--- src/rtl/fphz_pkg.sv ---
package fphz_pkg;

  typedef enum logic [1:0] {
    CLS_ADD  = 2'd0,
    CLS_MULS = 2'd1,
    CLS_MULD = 2'd2,
    CLS_NONE = 2'd3
  } op_cls_e;

endpackage

--- src/rtl/fphz_pattern.sv ---
module fphz_pattern #(
  parameter int DEPTH      = 8,
  parameter int ADD_A_OFS  = 2,
  parameter int MULS_A_OFS = 5,
  parameter int MULD_A_OFS = 6
) (
  input  logic [1:0]       cls,
  output logic [DEPTH-1:0] pat_a,
  output logic [DEPTH-1:0] pat_r,
  output logic             is_mul,
  output logic             known
);
  import fphz_pkg::*;

  // R follows A by one cycle for every class
  localparam int ADD_R_OFS  = ADD_A_OFS + 1;
  localparam int MULS_R_OFS = MULS_A_OFS + 1;
  localparam int MULD_R_OFS = MULD_A_OFS + 1;

  op_cls_e c;
  assign c      = op_cls_e'(cls);
  assign is_mul = (c == CLS_MULS) || (c == CLS_MULD);
  assign known  = (c != CLS_NONE);

  for (genvar k = 0; k < DEPTH; k++) begin : g_bit
    always_comb begin
      unique case (c)
        CLS_ADD: begin
          pat_a[k] = (k == ADD_A_OFS) || (k == ADD_A_OFS + 1);
          pat_r[k] = (k == ADD_R_OFS) || (k == ADD_R_OFS + 1);
        end
        CLS_MULS: begin
          pat_a[k] = (k == MULS_A_OFS);
          pat_r[k] = (k == MULS_R_OFS);
        end
        CLS_MULD: begin
          pat_a[k] = (k == MULD_A_OFS);
          pat_r[k] = (k == MULD_R_OFS);
        end
        default: begin
          pat_a[k] = 1'b0;
          pat_r[k] = 1'b0;
        end
      endcase
    end
  end

endmodule

--- src/rtl/fphz_conflict.sv ---
module fphz_conflict #(
  parameter int DEPTH = 8
) (
  input  logic [DEPTH-1:0] pat_a,
  input  logic [DEPTH-1:0] pat_r,
  input  logic             is_mul,
  input  logic [DEPTH-1:0] add_a,
  input  logic [DEPTH-1:0] add_r,
  input  logic [DEPTH-1:0] mul_a,
  input  logic [DEPTH-1:0] mul_r,
  output logic             hit
);
  logic [DEPTH-1:0] busy_a, busy_r;

  // A multiply needs a slot nobody holds.
  // An add-class instruction only avoids multiply slots.
  always_comb begin
    busy_a = is_mul ? (add_a | mul_a) : mul_a;
    busy_r = is_mul ? (add_r | mul_r) : mul_r;
    hit    = |((pat_a & busy_a) | (pat_r & busy_r));
  end

endmodule

--- src/rtl/fphz_resv_table.sv ---
module fphz_resv_table #(
  parameter int DEPTH = 8
) (
  input  logic             clk,
  input  logic             rst,
  input  logic             take,
  input  logic             take_mul,
  input  logic [DEPTH-1:0] pat_a,
  input  logic [DEPTH-1:0] pat_r,
  input  logic             stall,
  input  logic             flush,
  output logic [DEPTH-1:0] add_a,
  output logic [DEPTH-1:0] add_r,
  output logic [DEPTH-1:0] mul_a,
  output logic [DEPTH-1:0] mul_r
);
  logic [DEPTH-1:0] ins_add_a, ins_add_r, ins_mul_a, ins_mul_r;

  always_comb begin
    ins_add_a = (take && !take_mul) ? pat_a : '0;
    ins_add_r = (take && !take_mul) ? pat_r : '0;
    ins_mul_a = (take &&  take_mul) ? pat_a : '0;
    ins_mul_r = (take &&  take_mul) ? pat_r : '0;
  end

  always_ff @(posedge clk) begin
    if (rst || flush) begin
      add_a <= '0;
      add_r <= '0;
      mul_a <= '0;
      mul_r <= '0;
    end else if (!stall) begin
      add_a <= (add_a | ins_add_a) >> 1;
      add_r <= (add_r | ins_add_r) >> 1;
      mul_a <= (mul_a | ins_mul_a) >> 1;
      mul_r <= (mul_r | ins_mul_r) >> 1;
    end
  end

  AST_LAYERS_DISJOINT: assert property (@(posedge clk) disable iff (rst)
    ((mul_a & add_a) == '0) && ((mul_r & add_r) == '0));

  AST_FLUSH_EMPTY: assert property (@(posedge clk) disable iff (rst)
    flush |=> (add_a == '0) && (add_r == '0) && (mul_a == '0) && (mul_r == '0));

  AST_STALL_FREEZE: assert property (@(posedge clk) disable iff (rst)
    (stall && !flush) |=> $stable(add_a) && $stable(add_r) && $stable(mul_a) && $stable(mul_r));

  AST_IDLE_SHIFT: assert property (@(posedge clk) disable iff (rst)
    (!stall && !flush && !take) |=>
      (add_a == ($past(add_a) >> 1)) && (add_r == ($past(add_r) >> 1)) &&
      (mul_a == ($past(mul_a) >> 1)) && (mul_r == ($past(mul_r) >> 1)));

endmodule

--- src/rtl/fphz_issue_gate.sv ---
module fphz_issue_gate #(
  parameter int DEPTH      = 8,
  parameter int ADD_A_OFS  = 2,
  parameter int MULS_A_OFS = 5,
  parameter int MULD_A_OFS = 6
) (
  input  logic             clk,
  input  logic             rst,
  input  logic             req_valid,
  input  logic [1:0]       req_cls,
  input  logic             stall,
  input  logic             flush,
  output logic             issue_ok,
  output logic [DEPTH-1:0] occ_a,
  output logic [DEPTH-1:0] occ_r
);
  // the latest R use (double multiply) must fit in the table
  localparam int LAST_USE = MULD_A_OFS + 1;

  logic [DEPTH-1:0] pat_a, pat_r;
  logic [DEPTH-1:0] add_a, add_r, mul_a, mul_r;
  logic             is_mul, known, hit;

  fphz_pattern #(
    .DEPTH(DEPTH), .ADD_A_OFS(ADD_A_OFS),
    .MULS_A_OFS(MULS_A_OFS), .MULD_A_OFS(MULD_A_OFS)
  ) u_pattern (
    .cls(req_cls), .pat_a(pat_a), .pat_r(pat_r), .is_mul(is_mul), .known(known)
  );

  fphz_conflict #(.DEPTH(DEPTH)) u_conflict (
    .pat_a(pat_a), .pat_r(pat_r), .is_mul(is_mul),
    .add_a(add_a), .add_r(add_r), .mul_a(mul_a), .mul_r(mul_r),
    .hit(hit)
  );

  assign issue_ok = !rst && req_valid && known && !stall && !flush && !hit;

  fphz_resv_table #(.DEPTH(DEPTH)) u_table (
    .clk(clk), .rst(rst), .take(issue_ok), .take_mul(is_mul),
    .pat_a(pat_a), .pat_r(pat_r), .stall(stall), .flush(flush),
    .add_a(add_a), .add_r(add_r), .mul_a(mul_a), .mul_r(mul_r)
  );

  assign occ_a = add_a | mul_a;
  assign occ_r = add_r | mul_r;

  initial begin
    AST_DEPTH_FITS: assert (DEPTH > LAST_USE);
  end

  AST_GRANT_GATED: assert property (@(posedge clk) disable iff (rst)
    issue_ok |-> (req_valid && !stall && !flush));

  AST_UNUSED_CLASS: assert property (@(posedge clk) disable iff (rst)
    (req_cls == 2'd3) |-> !issue_ok);

endmodule

--- config.mk ---
export PLATFORM = sky130hd
export DESIGN_NAME = fphz_issue_gate
export DESIGN_NICKNAME = d
export VERILOG_FILES = /design/src/rtl/fphz_pkg.sv /design/src/rtl/fphz_pattern.sv /design/src/rtl/fphz_conflict.sv /design/src/rtl/fphz_resv_table.sv /design/src/rtl/fphz_issue_gate.sv
export SDC_FILE = /design/constraint.sdc
export NUM_CORES = 1
export LEC_CHECK = 0
export BUFFER_PORTS_ARGS = -buffer_cell sky130_fd_sc_hd__buf_2
export CAP_MARGIN = 15
export CORE_MARGIN = 3
export CORE_UTILIZATION = 45
export DETAILED_ROUTE_END_ITERATION = 6
export PLACE_DENSITY = 0.74
export SLEW_MARGIN = 20
export SYNTH_ARGS = -nofsm -noshare
export SYNTH_HDL_FRONTEND = slang
export SYNTH_SLANG_ARGS = --single-unit
--- constraint.sdc ---
create_clock -name clk -period 1.3 [get_ports clk]
set_input_delay 0.13 -clock clk [delete_from_list [all_inputs] [get_ports clk]]
set_output_delay 0.13 -clock clk [all_outputs]
set_load 0.01 [all_outputs]
==> results.cfg <==
[final_layout]
final_cell_mix = buf_2 (20), buf_4 (12), dfxtp_1 (11)
finish.net_count = 134
area_delta_synth_final_pct = 27.1
utilization_pct = 65.5
mostFrequentLayoutCell = buf_2
diodes = 0
post_route_cells_drive_above_1_share_pct = 41.0

[clocking]
cts_buffers = 3
cts_max_path_buffers = 2
clock_sinks = 14
clock_latency_ns = 0.29
cts_tree = done
clock-root-buffer = clkbuf_4
clkTransAtPathRegs_ns = 0.08
htreeDepth = 1
hold_buffers = 0

[place]
dp_hpwl_mm = 1.39
place_ws_ns = -0.137
io_buffers = 20
place_congestion = 0.885

[critical_path]
r2r_cells = 3
arrival_ns = 1.19
rrSetupSlack_ns = 0.15
worstPathMaxFanout = 4
timing.rr.start = u_table.mul_r[4]
critical_path_required_ns = 1.17
critPathCaptureType = primary output
r2r_end = u_table.mul_r[3]
start_kind = register
path_class = register to primary output

[logic_synthesis]
synth.ff_latch_count = 14
ys_seq_area_share_pct = 33.8
ys_warn_count = 0
synthMuxAreaShare_pct = 7.24
synth_simple_gate_area_share_pct = 21.1
syn_avg_cell_area_um2 = 8.73
synth_top_family_by_area = simple AND/OR/NAND/NOR gates
synth_cell_type_count = 30
netlist_area_um2 = 830
post_synth_fa_ha_maj_area_fraction_pct = 6.03
syn_inst = 95
synth_compound_area_share_pct = 19.9
yosys.area_share.xor_xnor_pct = 0

[drt]
post_drt_wl_per_cell_um = 12.4
routed_wirelength_mm = 1.81
drtAntennaViolNets = 0
drc_errors = 0
vias = 752
viasPerCell = 5.15
drtPass1Iterations = 5
drtIter0Drc = 13

[pwr]
p_leak_nw = 0.505
total_power_w = 0.000916
power_density_mw_per_mm2 = 869
irDropWorstVdd_uv = 689

[global_route]
grtUsageTotal_pct = 15.7
grt_pass1_vias = 708
antenna_found_initial = 0
grt_pass1_wl_mm = 2.97
grt_max_degree = 14
grt.overflow.total = 0

[hold_path]
hold_depth = 3
min_to = u_table.add_r[5]
worstHoldPathType = input pin to register
min-delay-start = stall

[floorplan]
ios = 24
dieArea_mm2 = 0.00239
fp.dieW_um = 48.9
die_y_um = 48.9
fp.coreArea_mm2 = 0.00161
rows = 14
start_util_pct = 51.5

[flow_run]
cap_violations = 0

[sta]
final.setup.worst_slack_ns = -0.0244
fin_crit_ns = 1.32
hold_violations = 0
layout_worst_path_cycle_share_pct = 102
skew_ns = 0.00603
whs_ns = 0.211
slew_viol_final = 0
setup-tns-final_ns = -0.0244
finalSetupViolCount = 1
fmax_ghz = 0.755
rsz0062_at_grt = true

[status]
violations = setup timing
status = complete, but fails checks
==> cells in the mapped netlist <==
| cell type | n | area [um^2] |
|---|---|---|
| or2_1 | 4 | 25.0 |
| o211ai_1 | 3 | 22.5 |
| nor2b_1 | 1 | 6.26 |
| o22ai_1 | 1 | 6.26 |
| buf_2 | 1 | 5.00 |
| a31oi_1 | 3 | 18.8 |
| nand3_1 | 1 | 5.00 |
| dfxtp_1 | 14 | 280 |
| o2111ai_2 | 1 | 15.0 |
| a221oi_2 | 1 | 15.0 |
| a41oi_1 | 1 | 8.76 |
| nor3b_1 | 1 | 7.51 |
| mux2i_1 | 6 | 60.1 |
| clkbuf_1 | 1 | 3.75 |
| o21ai_0 | 6 | 30.0 |
| nor2_1 | 9 | 33.8 |
| or2_2 | 4 | 25.0 |
| nand4_1 | 1 | 6.26 |
| o21ai_1 | 1 | 5.00 |
| ha_1 | 4 | 50.1 |
| o41ai_1 | 1 | 8.76 |
| buf_4 | 9 | 67.6 |
| nand2_1 | 4 | 15.0 |
| nand2b_1 | 1 | 6.26 |
| nor3b_2 | 1 | 12.5 |
| nor4b_4 | 1 | 23.8 |
| conb_1 | 1 | 3.75 |
| inv_1 | 5 | 18.8 |
| a21oi_1 | 7 | 35.0 |
| nand4b_1 | 1 | 8.76 |
==> power breakdown <==
part,switching [W],total [W],internal [W],leakage [nW]
clock network,0.000144,0.000315,0.000171,0.0210
logic,0.0000858,0.000159,0.0000737,0.369
registers,0.00000771,0.000441,0.000434,0.115
==> worst max-delay path by stage <==
stage / to / start / slack (ns) / cells after the start
floorplan: issue_ok / req_cls[0] / 0.06 / 4
global placement: u_table.mul_r[3] / req_cls[0] / -0.06 / 7
detailed placement: u_table.mul_r[3] / req_cls[0] / -0.14 / 7
CTS: issue_ok / u_table.mul_r[6] / 0.001 / 4
global route: issue_ok / u_table.add_a[5] / -0.10 / 4
finish: issue_ok / u_table.add_a[5] / -0.02 / 4
==> cell families after synthesis <==
logic type / Yosys count
other cells: 1
buf+inv: 16
mux: 6
flops: 14
compound gates: 25
simple gates: 29
fa+ha+maj: 4
==> registers in the layout (all words and copies together), names as in the netlist <==
| signal | cells |
|---|---|
| u_table.add_a | 1 |
| u_table.add_r | 6 |
| u_table.mul_r | 7 |
==> final cells by class <==
cell class / instances / area (um^2)
timing repair buffer: 32 / 190
inverter: 5 / 18.8
fill: 146 / 557
multi-input combinational: 67 / 493
clock buffer: 4 / 36.3
tap: 24 / 30.0
sequential: 14 / 287
==> layer usage <==
layer	track usage, %	vias up	part of all wire [%]
met5	0	-	0
met4	6.16	0	1.3
met3	4.89	3	5.6
met2	27.1	19	50
met1	17.9	352	43
li1	-	378	-
==> metrics by stage <==
step                      std cells  instance area (um^2)
after floorplan                  97                   837
after CTS                       145                  1030
final                           146                  1050
after global placement          141                   973
after detailed placement        141                   973
after global routing            146                  1050
==> critical path, stage by stage (launching register included) <==
cell and delay [ns]:
dfxtp_4 0.37, a21oi_4 0.16, o211ai_1 0.10, a21oi_1 0.13, buf_2 0.14
==> what timing repair did <==
action                                  in CTS  in global routing
cloned                                       0                  0
endpoints found under the setup margin       1                  3
setup buffers                                0                  1
gates resized for setup                      4                  4
pin swaps                                    1                  1
(Power assumes the default switching activity.)
